--- config.mk ---
export PLATFORM = sky130hd
export DESIGN_NAME = mul8_unit
export DESIGN_NICKNAME = d
export VERILOG_FILES = /design/src/rtl/mul8_pkg.sv /design/src/rtl/mul8_opnd.sv /design/src/rtl/mul8_array.sv /design/src/rtl/mul8_post.sv /design/src/rtl/mul8_unit.sv
export SDC_FILE = /design/constraint.sdc
export NUM_CORES = 1
export LEC_CHECK = 0
export BUFFER_PORTS_ARGS = -buffer_cell sky130_fd_sc_hd__buf_4
export CAP_MARGIN = 5
export CORE_MARGIN = 5
export CORE_UTILIZATION = 62
export CTS_BUF_LIST = sky130_fd_sc_hd__clkbuf_8 sky130_fd_sc_hd__clkbuf_16
export DETAILED_ROUTE_END_ITERATION = 16
export PLACE_DENSITY = 0.83
export SLEW_MARGIN = 20
export SYNTH_ARGS = -nofsm -noshare
export SYNTH_HDL_FRONTEND = slang
export SYNTH_SLANG_ARGS = --single-unit
--- constraint.sdc ---
create_clock -name clk -period 8.22 [get_ports clk]
set_clock_uncertainty 0.05 [all_clocks]
set_input_delay 0.822 -clock clk [delete_from_list [all_inputs] [get_ports clk]]
set_output_delay 0.822 -clock clk [all_outputs]
set_load 0.03 [all_outputs]
--- src/rtl/mul8_pkg.sv ---
package mul8_pkg;
    parameter int OPW = 8;
    localparam int EXTW = OPW + 1;
    localparam int PRW  = 2 * OPW;

    typedef enum logic [1:0] {
        SGN_UU  = 2'b00,
        SGN_SS  = 2'b01,
        SGN_SU  = 2'b10,
        SGN_RSV = 2'b11
    } sgn_mode_e;

    typedef struct packed {
        logic [EXTW-1:0] a_ext;
        logic [EXTW-1:0] b_ext;
        logic            frac;
    } mul_stage_t;

    typedef struct packed {
        logic [PRW-1:0] prod;
        logic           z;
        logic           c;
    } mul_result_t;

    // index 0: first operand, index 1: second operand
    function automatic logic opnd_is_signed(sgn_mode_e m, int idx);
        if (idx == 0) return (m == SGN_SS) || (m == SGN_SU);
        return (m == SGN_SS);
    endfunction
endpackage

--- src/rtl/mul8_opnd.sv ---
module mul8_opnd #(
    parameter int W = 8
) (
    input  logic [W-1:0] raw,
    input  logic         sign_en,
    output logic [W:0]   ext
);
    always_comb ext = {sign_en & raw[W-1], raw};
endmodule

--- src/rtl/mul8_array.sv ---
module mul8_array #(
    parameter int W = 8,
    localparam int FW = 2 * (W + 1),
    localparam int PW = 2 * W
) (
    input  logic [W:0]    a_ext,
    input  logic [W:0]    b_ext,
    output logic [PW-1:0] raw
);
    logic signed [FW-1:0] full;
    always_comb begin
        full = $signed(a_ext) * $signed(b_ext);
        raw  = full[PW-1:0];
    end
endmodule

--- src/rtl/mul8_post.sv ---
module mul8_post #(
    parameter int W = 8,
    localparam int PW = 2 * W
) (
    input  logic [PW-1:0] raw,
    input  logic          frac,
    output logic [PW-1:0] res,
    output logic          z,
    output logic          c
);
    always_comb begin
        res = frac ? {raw[PW-2:0], 1'b0} : raw;
        z   = (res == '0);
        c   = raw[PW-1];
    end
endmodule

--- src/rtl/mul8_unit.sv ---
module mul8_unit
    import mul8_pkg::*;
(
    input  logic           clk,
    input  logic           rst,
    input  logic           start_i,
    input  logic [OPW-1:0] opa_i,
    input  logic [OPW-1:0] opb_i,
    input  logic [1:0]     sgn_mode_i,
    input  logic           frac_i,
    output logic           busy_o,
    output logic           valid_o,
    output logic [OPW-1:0] res_hi_o,
    output logic [OPW-1:0] res_lo_o,
    output logic           flag_z_o,
    output logic           flag_c_o
);
    localparam int NOPND = 2;

    sgn_mode_e      mode;
    logic [OPW-1:0] opnd_raw [NOPND];
    logic [EXTW-1:0] opnd_ext [NOPND];
    logic           accept;

    assign mode        = sgn_mode_e'(sgn_mode_i);
    assign opnd_raw[0] = opa_i;
    assign opnd_raw[1] = opb_i;
    assign accept      = start_i & ~busy_o;

    for (genvar i = 0; i < NOPND; i++) begin : g_opnd
        mul8_opnd #(.W(OPW)) u_opnd (
            .raw     (opnd_raw[i]),
            .sign_en (opnd_is_signed(mode, i)),
            .ext     (opnd_ext[i])
        );
    end

    mul_stage_t  stage_q;
    mul_result_t res_q;
    logic [PRW-1:0] raw_prod;
    logic [PRW-1:0] fin_prod;
    logic           fin_z;
    logic           fin_c;

    // cycle 1: capture extended operands
    always_ff @(posedge clk) begin
        if (rst) begin
            busy_o  <= 1'b0;
            stage_q <= '0;
        end else begin
            busy_o <= accept;
            if (accept) begin
                stage_q.a_ext <= opnd_ext[0];
                stage_q.b_ext <= opnd_ext[1];
                stage_q.frac  <= frac_i;
            end
        end
    end

    mul8_array #(.W(OPW)) u_array (
        .a_ext (stage_q.a_ext),
        .b_ext (stage_q.b_ext),
        .raw   (raw_prod)
    );

    mul8_post #(.W(OPW)) u_post (
        .raw  (raw_prod),
        .frac (stage_q.frac),
        .res  (fin_prod),
        .z    (fin_z),
        .c    (fin_c)
    );

    // cycle 2: register product and flags
    always_ff @(posedge clk) begin
        if (rst) begin
            valid_o <= 1'b0;
            res_q   <= '0;
        end else begin
            valid_o <= busy_o;
            if (busy_o) begin
                res_q.prod <= fin_prod;
                res_q.z    <= fin_z;
                res_q.c    <= fin_c;
            end
        end
    end

    assign res_hi_o = res_q.prod[PRW-1:OPW];
    assign res_lo_o = res_q.prod[OPW-1:0];
    assign flag_z_o = res_q.z;
    assign flag_c_o = res_q.c;
endmodule

# Yosys cells after proc, flatten, opt, wreduce, memory -nomap -nowiden
# Index checks and enable logic that the tools add are counted.
dict set report totals {
  regBits 39
  in_bits 22
  output_inout_bits 20
  wordCells 18
}
dict set report op_classes {
  n_mul 1
  n_eq_ne 2
  n_mux 1
  bitwise 4
  n_reduce_logical 2
}
# operator n
set ops {}
lappend ops {{logical NOT 16 bit} 1}
lappend ops {{multiplier 9 x 9 -> 16 bit} 1}
lappend ops {{2-to-1 mux 16 bit} 1}
lappend ops {{bitwise AND 1 bit} 3}
lappend ops {{== test 2 x 1 -> 1 bit (second input constant)} 1}
lappend ops {{== test 2 bit (second input constant)} 1}
lappend ops {{logical OR 1 bit} 1}
lappend ops {{inverter 1 bit} 1}

# Depth between registers and ports, before layout
# Gate-level depths: netlist of run 1.
dict set report depth {
  depth_word 3
  ltp_mapped 19
  ltp_nobuf 17
}

# By module
# Synthesis of run 1 repeated with hierarchy kept, for this count alone.
dict set report hier_totals {
  hier_cells 524
  area_unflattened_um2 4800.9
}
# module n_inst cells_per_inst area_each_um2 seq_area_each_um2
set by_module_without_submodules {}
lappend by_module_without_submodules {mul8_array 1 325 2805.2 0.0}
lappend by_module_without_submodules {mul8_unit 1 152 1595.3 780.7}
lappend by_module_without_submodules {mul8_post 1 29 267.8 0.0}
lappend by_module_without_submodules {mul8_opnd 2 9 66.3 0.0}

# Least setup slack after synthesis of run 1
# No wires, ideal clock.
dict set report synth_path {
  path_kind {reg-to-reg}
  start {register, netlist name stage_q[3]}
  end {register res_q (netlist bit flag_z_o)}
  setup_ns 0.084
  arrival_ns 4.850
  required_time_ns 8.086
  slack_ns 3.236
  path_stages_with_launch 19
  path_buffers 1
  period_less_slack_ns 4.984
  cell_sequence {dfxtp_1 clkbuf_1 nand2_1 fa_1 inv_1 fa_1 ha_1 inv_1 fa_1 inv_1 ha_1 ha_1 fa_1 a211oi_2 nor2_1 xnor2_1 nor4b_2 or4b_1 o31ai_2}
}
dict set report synth_via {
  elab_chain_len 3
}
# element line
set synth_lines {}
lappend synth_lines {{multiplier 9 x 9 -> 16 bit} mul8_array.sv:12} ;# full = $signed(a_ext) * $signed(b_ext);
lappend synth_lines {{2-to-1 mux 16 bit} mul8_post.sv:12} ;# res = frac ? {raw[PW-2:0], 1'b0} : raw;
lappend synth_lines {{logical NOT 16 bit} mul8_post.sv:13} ;# z = (res == '0);
lappend synth_lines {{end, declared} mul8_unit.sv:39} ;# mul_result_t res_q;
# Every way passes these cells.
# A chain may end at the register's enable or synchronous reset.

# Worst setup path in the final report of run 1
dict set report layout_path {
  start {register, netlist name stage_q[15]}
  end {register res_q (netlist bit flag_z_o)}
}
dict set report layout_via {
  elab_chain_len 3
}
# element line
set layout_lines {}
lappend layout_lines {{multiplier 9 x 9 -> 16 bit} mul8_array.sv:12}
lappend layout_lines {{2-to-1 mux 16 bit} mul8_post.sv:12}
lappend layout_lines {{logical NOT 16 bit} mul8_post.sv:13}
# Every way passes these cells.

==> impl_summary.log, run 1 <==
INFO  metric run_status = finished clean
INFO  metric worst_path_most_repeated_cell = sky130_fd_sc_hd__fa_1
INFO  metric clock_insertion_delay_worst_skew = between 200 and 300 ps
INFO  metric share_comb_of_total_power = 0.258
INFO  metric floorplan.io_pins = 42
INFO  metric static-leakage-power = approximately 0.0024 uW
INFO  metric cts.sinks = 39
INFO  metric worstRegToRegCells = 16
INFO  metric worst-path-buf-inv = 3
INFO  metric worst_setup_path_startpoint = stage_q[15]
INFO  metric ys_top_cells_by_area = sky130_fd_sc_hd__fa_1 29%, sky130_fd_sc_hd__dfxtp_1 18%, sky130_fd_sc_hd__ha_1 9.7%, sky130_fd_sc_hd__nand2_1 7.7%, sky130_fd_sc_hd__inv_1 6.3%
INFO  metric final_max_slew_viol_count = 0
INFO  metric min_from = res_hi_o[3]
INFO  metric grt_start_max_net_pins = 39
INFO  metric port-buffer-count = between 40 and 50
INFO  metric report.final.hold_viol_count = 0
INFO  metric endpoint_kind = flip-flop
INFO  metric ctsResizeCount = 0
INFO  metric most_common_library_cell_in_the_layout_ignoring_fill_and_taps = sky130_fd_sc_hd__nand2_1
INFO  metric multi_input_area = 3210 um^2
INFO  metric initial_core_util = 0.643
INFO  metric fp-row-count = 30
INFO  metric hold_path.class = flip-flop to flip-flop
INFO  metric most_frequent_cells_in_the_layout = 90 x sky130_fd_sc_hd__nand2_1, 74 x sky130_fd_sc_hd__inv_1, 63 x sky130_fd_sc_hd__fa_1
INFO  metric reg2reg_setup_slack = between 2000 and 3000 ps
INFO  metric gp_congestion = 0.908
INFO  metric path_clk_slew = roughly 80 ps
INFO  metric synth_top_cell_area_share = 0.287
INFO  metric critPathSlowestCell = sky130_fd_sc_hd__dfxtp_1
INFO  metric critical_path.startpoint_type = flip-flop
INFO  metric syn_avg_cell_area = ~8.6 um^2
INFO  metric drt_wl_total = between 9 and 10 mm
INFO  metric finalSetupViolCount = 0
INFO  metric post-route-period-util = 0.649
INFO  metric number_of_global_route_vias_before_repair = 3510
INFO  metric required = approximately 8400 ps
INFO  metric avgViaCountPerCell = between 5 and 6
INFO  metric power.density_cell_area = 107 nW/um^2
INFO  metric cts.path.max_buffers = 2
INFO  metric seqCellArea = between 700 and 800 um^2
INFO  metric hold_path_end = res_hi_o[3]
INFO  metric cts_setup_buffers = 0
INFO  metric dieWidth = 94.2 um
INFO  metric power.switching = between 150 and 200 uW
INFO  metric clkPwrFrac = 0.320
INFO  metric cap_violations = 0
INFO  metric synth.yosys.seq_area_share = 0.178
INFO  metric global_route_wire_length_before_repair = 15.9 mm
INFO  metric postSynthRegisterBits = 39
INFO  metric worstReg2RegEnd = flag_z_o
INFO  metric number_of_antenna_violations_at_the_first_check_in_global_routing = 0
INFO  metric synth.net_count = 630
INFO  metric synthCells = 511
INFO  metric drive_above_1_share = 0.110
INFO  metric ctsHoldBuffers = 0
INFO  metric dp.cells = between 600 and 700
INFO  metric grt_overflow = 0
INFO  metric worst_path_dominant_cell_family = adder cells
INFO  metric yosys.area.top_type = sky130_fd_sc_hd__fa_1
INFO  metric final_period_minus_worst_setup_slack = around 5300 ps
INFO  metric areaGrowthSynthToFinish = 9.68%
INFO  metric timing.critical_path.fanout_max = 10
INFO  metric num_antenna_cells = 0
INFO  metric dominantRegCellSynth = sky130_fd_sc_hd__dfxtp_1
INFO  metric drt_pre_antenna_iters = 4
INFO  metric final.hold.worst_slack = 421 ps
INFO  metric post_dp_hpwl = between 7 and 8 mm
INFO  metric grt_usage = 0.224
INFO  metric clock_root_buffer = sky130_fd_sc_hd__clkbuf_8
INFO  metric crit-reg2reg-launch = stage_q[15]
INFO  metric final_util = 0.705
INFO  metric layout.cells.non_filler = about 620
INFO  metric count_of_flip_flops_with_a_built_in_enable_after_synthesis = 0
INFO  metric drt_iter0_drcs = approximately 130
INFO  metric fillcell_total = 547
INFO  metric rsz_0062_raised_after_global_routing = no
INFO  metric setup_total_negative_slack = 0 ps
INFO  metric worst_rel_slew_slack = 0.480
INFO  metric synth_area = approximately 4400 um^2
INFO  metric cts-htree-levels = 2
INFO  metric tritoncts = done
INFO  metric crit_path_cell_trace = nand2_1, fa_1, inv_1, fa_1, inv_1, fa_1, inv_1, fa_1, ha_1, ha_1, a211oi_2, nor2_1, xnor2_1, nor4b_2, or4b_1, o31ai_2
INFO  metric p_sw_frac = 0.315
INFO  metric cts_inserted_buffers = 5
INFO  metric drt.antenna.violating_nets = 0
INFO  metric max_stage_delay = roughly 580 ps
INFO  metric tightestPinTransition = around 780 ps
INFO  metric core_region_area = 6830 um^2
INFO  metric nets = between 600 and 700
INFO  metric ir_worst_vdd = 0.0955 mV
INFO  metric detail_route.wl_per_cell = 14.4 um
INFO  metric intPower = ~350 uW
INFO  metric fp.dieArea = approximately 8900 um^2
INFO  metric chipHeight = 94.2 um
INFO  metric synth.lib_cells_used.distinct = 45
INFO  metric num_vias = ~3400
INFO  metric asyncSetResetFlopFracSynth = 0
INFO  metric worst_ep_arrival_time = 5500 ps
INFO  metric post-route-drc-count = 0
INFO  metric hold-path-cell-count = 2
INFO  metric timing.fmax = between 0.15 and 0.2 GHz
INFO  metric yosysWarningCount = 0
INFO  metric pwr-share-seq = 0.422
INFO  metric path_class = flip-flop to flip-flop
==> Yosys cell counts, types with 6 or more instances <==
library cell and number:
sky130_fd_sc_hd__a211oi_1 8, sky130_fd_sc_hd__a21oi_1 27, sky130_fd_sc_hd__and2_1 31, sky130_fd_sc_hd__clkbuf_1 28
sky130_fd_sc_hd__dfxtp_1 39, sky130_fd_sc_hd__fa_1 63, sky130_fd_sc_hd__ha_1 34, sky130_fd_sc_hd__inv_1 74
sky130_fd_sc_hd__mux2i_1 9, sky130_fd_sc_hd__nand2_1 90, sky130_fd_sc_hd__nand2b_1 9, sky130_fd_sc_hd__nand3_1 6
sky130_fd_sc_hd__nor2_1 22, sky130_fd_sc_hd__nor2b_1 7, sky130_fd_sc_hd__xnor2_1 12
==> state kept, by name, indices dropped and copies added (netlist names) <==
register  count
stage_q      19
res_hi_o      8
res_lo_o      8
busy_o        1
flag_c_o      1
flag_z_o      1
valid_o       1
==> worst max path at each step <==
stage | cells past startpoint | endpoint
4_1_cts | 16 | flag_z_o
3_5_place_dp | 14 | flag_z_o
2_1_floorplan | 18 | flag_z_o
5_1_grt | 13 | flag_z_o
6_report | 16 | flag_z_o
3_3_place_gp | 14 | flag_z_o
==> cell type report <==
class,count,share of cell area
repair buffers,42,0.0654
well taps,96,0.0249
inverters,74,0.0576
flip-flops and latches,39,0.162
multi-input cells,365,0.666
clock buffers,6,0.0171
clock inverters,2,0.00727
==> through the flow <==
stage	setup slack, ps	instance area [um^2]	power, uW
final	2880	4820	516
after global routing	2550	4820	547
after CTS	2890	4820	519
after detailed placement	2970	4700	354
after global placement	3100	4700	347
after floorplan	3240	4390	315
==> cell families after synthesis <==
family / count (synthesis) / share of synthesized area
compound gates: 63 / 0.0982
xor+xnor: 16 / 0.0319
flops: 39 / 0.178
fa+ha+maj: 97 / 0.384
mux: 9 / 0.0205
buf+inv: 107 / 0.0928
simple gates: 180 / 0.195
==> layer usage <==
layer  up-vias  track usage  share of wire
li1       1634            -              -
met1      1636        0.279           0.43
met2        89        0.400           0.51
met3        16       0.0337          0.046
met4         0       0.0638          0.015
met5         -            0              0
==> power by group through the flow <==
stage               sequential (uW)  clock, uW  combinational, uW
floorplan                       219          0               96.7
global placement                221          0                126
detailed placement              222          0                132
CTS                             217        168                134
global route                    220        176                151
finish                          218        165                133
==> worst min-delay path: stages, from the launching register on <==
cell	delay [ps]
sky130_fd_sc_hd__dfxtp_1	310
sky130_fd_sc_hd__nand2b_1	60
sky130_fd_sc_hd__a21oi_1	50
No activity file was read; power rests on OpenSTA's default activity.
==> run 2, diff against run 1 <==
ABC_AREA = 1   (was unset)
CORE_UTILIZATION = 56   (was 62)
PLACE_DENSITY = 0.79   (was 0.83)
clock period = 4.7 ns   (was 8.22 ns; I/O delays follow)
==> run 2 against run 1 <==
Critical path depth rose by 5; the run now ends with negative setup slack left; non-clock buffer count rose by 42; highest routed layer unchanged; synthesized area up 6.9%; register-to-register slack lost 2900 ps; via count up 25%; sequential power up 76%; count of clock-buffer cells in the layout down 1.
==> impl_summary.log, run 2 <==
INFO  metric run_status = finished, violations left (was finished clean)
INFO  metric violations = negative setup slack
INFO  metric cts.path.max_buffers = 2 (unchanged)
INFO  metric ctsHoldBuffers = 0 (unchanged)
INFO  metric postSynthRegisterBits = 39 (unchanged)
INFO  metric port-buffer-count = 41 (unchanged)
INFO  metric drt_iter0_drcs = 217 (was 129)
INFO  metric syn_avg_cell_area = 7.13 um^2 (was 8.60 um^2)
INFO  metric synth.net_count = 778 (was 630)
INFO  metric drt.antenna.violating_nets = 0 (unchanged)
INFO  metric cts_inserted_buffers = 5 (unchanged)
INFO  metric dp.cells = 815 (was 616)
INFO  metric path_clk_slew = 80 ps (about the same)
INFO  metric grt_start_max_net_pins = 31 (was 39)
INFO  metric regMostFlops = stage_q (unchanged)
INFO  metric post-synth-top-count-cell = sky130_fd_sc_hd__nand2_1 (unchanged)
INFO  metric cap_violations = 0 (unchanged)
INFO  metric grt_usage = 0.231 (was 0.224)
INFO  metric chipHeight = 102 um (was 94.2 um)
INFO  metric number_of_flip_flops_in_the_largest_register = 19 (unchanged)
INFO  metric synth_commonest_cells = 170 x sky130_fd_sc_hd__nand2_1, 152 x sky130_fd_sc_hd__inv_1, 63 x sky130_fd_sc_hd__fa_1 (was 90 x sky130_fd_sc_hd__nand2_1, 74 x sky130_fd_sc_hd__inv_1, 63 x sky130_fd_sc_hd__fa_1)
INFO  metric power = 1140 uW (was 516 uW)
INFO  metric grt_overflow = 0 (unchanged)
INFO  metric report.final.hold_viol_count = 0 (unchanged)
INFO  metric critical_path.startpoint_type = flip-flop (unchanged)
INFO  metric required = 4840 ps (was 8380 ps)
INFO  metric final_max_slew_viol_count = 0 (unchanged)
INFO  metric worst_ep_arrival_time = 4900 ps (was 5500 ps)
INFO  metric final_period_minus_worst_setup_slack = 4760 ps (was 5340 ps)
INFO  metric number_of_global_route_vias_before_repair = 4347 (was 3510)
INFO  metric dieWidth = 102 um (was 94.2 um)
INFO  metric timing.critical_path.fanout_max = 5 (was 10)
INFO  metric cts-htree-levels = 2 (unchanged)
INFO  metric yosys.area.top_type = sky130_fd_sc_hd__fa_1 (unchanged)
INFO  metric most_common_library_cell_in_the_layout_ignoring_fill_and_taps = sky130_fd_sc_hd__nand2_1 (unchanged)
INFO  metric post-route-drc-count = 0 (unchanged)
INFO  metric cts.sinks = 39 (unchanged)
INFO  metric tritoncts = done (unchanged)
INFO  metric hold_path.class = input pin to flip-flop (was flip-flop to flip-flop)
INFO  metric synth.yosys.seq_area_share = 0.166 (was 0.178)
INFO  metric post-route-worst-setup-slack = -64.9 ps (was 2880 ps)
INFO  metric worst_rel_slew_slack = 0.359 (was 0.480)
INFO  metric number_of_antenna_violations_at_the_first_check_in_global_routing = 0 (unchanged)
INFO  metric clock_root_buffer = sky130_fd_sc_hd__clkbuf_8 (unchanged)
INFO  metric floorplan.io_pins = 42 (unchanged)
INFO  metric initial_core_util = 0.575 (was 0.643)
INFO  metric post_dp_hpwl = 9.18 mm (was 7.24 mm)
INFO  metric avgViaCountPerCell = 5.11 (was 5.41)
INFO  metric ir_worst_vdd = 0.200 mV (was 0.0955 mV)
INFO  metric worst_path_most_repeated_cell = sky130_fd_sc_hd__nor2_1 (was sky130_fd_sc_hd__fa_1)
INFO  metric max_stage_delay = 610 ps (was 580 ps)
INFO  metric asyncSetResetFlopFracSynth = 0 (unchanged)
INFO  metric num_vias = 4227 (was 3375)
INFO  metric timing.fmax = 0.210 GHz (was 0.187 GHz)
INFO  metric fp-row-count = 33 (was 30)
INFO  metric synth.lib_cells_used.distinct = 32 (was 45)
INFO  metric detail_route.wl_per_cell = 14.1 um (was 14.4 um)
INFO  metric areaGrowthSynthToFinish = 19.4% (was 9.68%)
INFO  metric ys_top_cells_by_area = sky130_fd_sc_hd__fa_1 27%, sky130_fd_sc_hd__dfxtp_1 17%, sky130_fd_sc_hd__nand2_1 14%, sky130_fd_sc_hd__inv_1 12%, sky130_fd_sc_hd__ha_1 9.1% (was sky130_fd_sc_hd__fa_1 29%, sky130_fd_sc_hd__dfxtp_1 18%, sky130_fd_sc_hd__ha_1 9.7%, sky130_fd_sc_hd__nand2_1 7.7%, sky130_fd_sc_hd__inv_1 6.3%)
INFO  metric drive_above_1_share = 0.217 (was 0.110)
INFO  metric post-route-period-util = 1.01 (was 0.649)
INFO  metric nets = 840 (was 646)
INFO  metric power.density_cell_area = 203 nW/um^2 (was 107 nW/um^2)
INFO  metric endpoint_kind = flip-flop (unchanged)
INFO  metric most_frequent_cells_in_the_layout = 158 x sky130_fd_sc_hd__nand2_1, 149 x sky130_fd_sc_hd__inv_1, 81 x sky130_fd_sc_hd__buf_4 (was 90 x sky130_fd_sc_hd__nand2_1, 74 x sky130_fd_sc_hd__inv_1, 63 x sky130_fd_sc_hd__fa_1)
INFO  metric synth_area = 4700 um^2 (was 4390 um^2)
INFO  metric synth_top_cell_area_share = 0.268 (was 0.287)
INFO  metric layout.cells.non_filler = 827 (was 624)
INFO  metric clock_insertion_delay_worst_skew = 300 ps (was 290 ps)
INFO  metric core_region_area = 8180 um^2 (was 6830 um^2)
INFO  metric fp.dieArea = 10300 um^2 (was 8870 um^2)
INFO  metric critPathSlowestCell = sky130_fd_sc_hd__fa_2 (was sky130_fd_sc_hd__dfxtp_1)
INFO  metric synthCells = 659 (was 511)
INFO  metric finalSetupViolCount = 1 (was 0)
INFO  metric rsz_0062_raised_after_global_routing = yes (was no)
INFO  metric count_of_flip_flops_with_a_built_in_enable_after_synthesis = 0 (unchanged)
INFO  metric drt_wl_total = 11.7 mm (was 9.01 mm)
INFO  metric crit_path_cell_trace = inv_2, or2_4, fa_1, fa_1, inv_2, fa_2, fa_1, fa_2, ha_4, or2_4, nand3_4, nand2_2, buf_4, nand2_2, nand3_2, nand2_2, nor2_1, nand3_1, nor2_1, nor2_1, nor2_1 (was nand2_1, fa_1, inv_1, fa_1, inv_1, fa_1, inv_1, fa_1, ha_1, ha_1, a211oi_2, nor2_1, xnor2_1, nor4b_2, or4b_1, o31ai_2)
INFO  metric yosysWarningCount = 0 (unchanged)
INFO  metric gp_congestion = 0.876 (was 0.908)
INFO  metric drt_pre_antenna_iters = 7 (was 4)
INFO  metric path_class = flip-flop to flip-flop (unchanged)
INFO  metric dominantRegCellSynth = sky130_fd_sc_hd__dfxtp_1 (unchanged)
INFO  metric num_antenna_cells = 0 (unchanged)
INFO  metric tightestPinTransition = 960 ps (was 780 ps)
INFO  metric global_route_wire_length_before_repair = 19.2 mm (was 15.9 mm)
INFO  metric static-leakage-power = 0.00331 uW (was 0.00242 uW)
[run 2: cell count changes after synthesis, sizes merged, moves of 16 or more]
cell   delta
nor2     +43
o21ai    +25
nand2    +86
and2     -31
inv      +79
nand3    +31
a21oi    -16
[run 2: path summary, 6_finish.rpt]
kind,from,endpoint,slack (ps),cells past startpoint
max,stage_q[9],flag_z_o,-60,21
min,opa_i[1],stage_q[11],370,3
max reg2reg,stage_q[9],flag_z_o,-60,21
min reg2reg,flag_c_o,flag_c_o,430,2
[run 2: timing repair]
item,CTS,global route
endpoints found under the hold margin,0,0
endpoints found under the setup margin,5,9
gates resized for setup,6,65
pin swaps,0,26
setup buffers,0,5
[run 2: metrics by stage]
| stage | setup TNS, ps | utilization | worst slack, ps | hold slack (ps) | area, um^2 |
|---|---|---|---|---|---|
| final | -64.9 | 0.686 | -64.9 | 365 | 5610 |
| after global routing | -1040 | 0.686 | -288 | 391 | 5610 |
| after global placement | 0 | 0.645 | 4.06 | 416 | 5280 |
| after detailed placement | -79.2 | 0.645 | -44.0 | 422 | 5280 |
| after CTS | -1.66 | 0.658 | -1.66 | 371 | 5380 |
| after floorplan | 0 | - | 44.1 | 419 | 4700 |
[run 2: layout make-up]
cell class,instances,area [um^2]
clock inverter,3,12.5
inverter,153,574
clock buffer,5,68.8
tap,105,131
multi-input combinational,438,3370
sequential,39,808
timing repair buffer,84,642
fill,667,2560
[run 2: power by group]
group          switching, uW  internal [uW]
clock network            126            100
logic                    301            229
registers               29.2            354
[run 2: worst max-delay path, delay by kind of cell (launching register included)]
kind | cells | cell delay (ps)
fa+ha+maj | 6 | 2860
simple gates | 12 | 1170
flops | 1 | 350
buf+inv | 3 | 220
[run 2: cells by family after synthesis]
group	after synthesis	synth area share
compound gates	52	0.0634
fa+ha+maj	97	0.359
flops	39	0.166
buf+inv	182	0.155
xor+xnor	3	0.00559
simple gates	286	0.251
[run 2: metal layers]
metal / vias up / wire (um) / global-route usage
li1: 2069 / - / -
met1: 1994 / 4640 / 0.289
met2: 132 / 6180 / 0.401
met3: 32 / 512 / 0.0337
met4: 0 / 321 / 0.0930
met5: - / 0 / 0
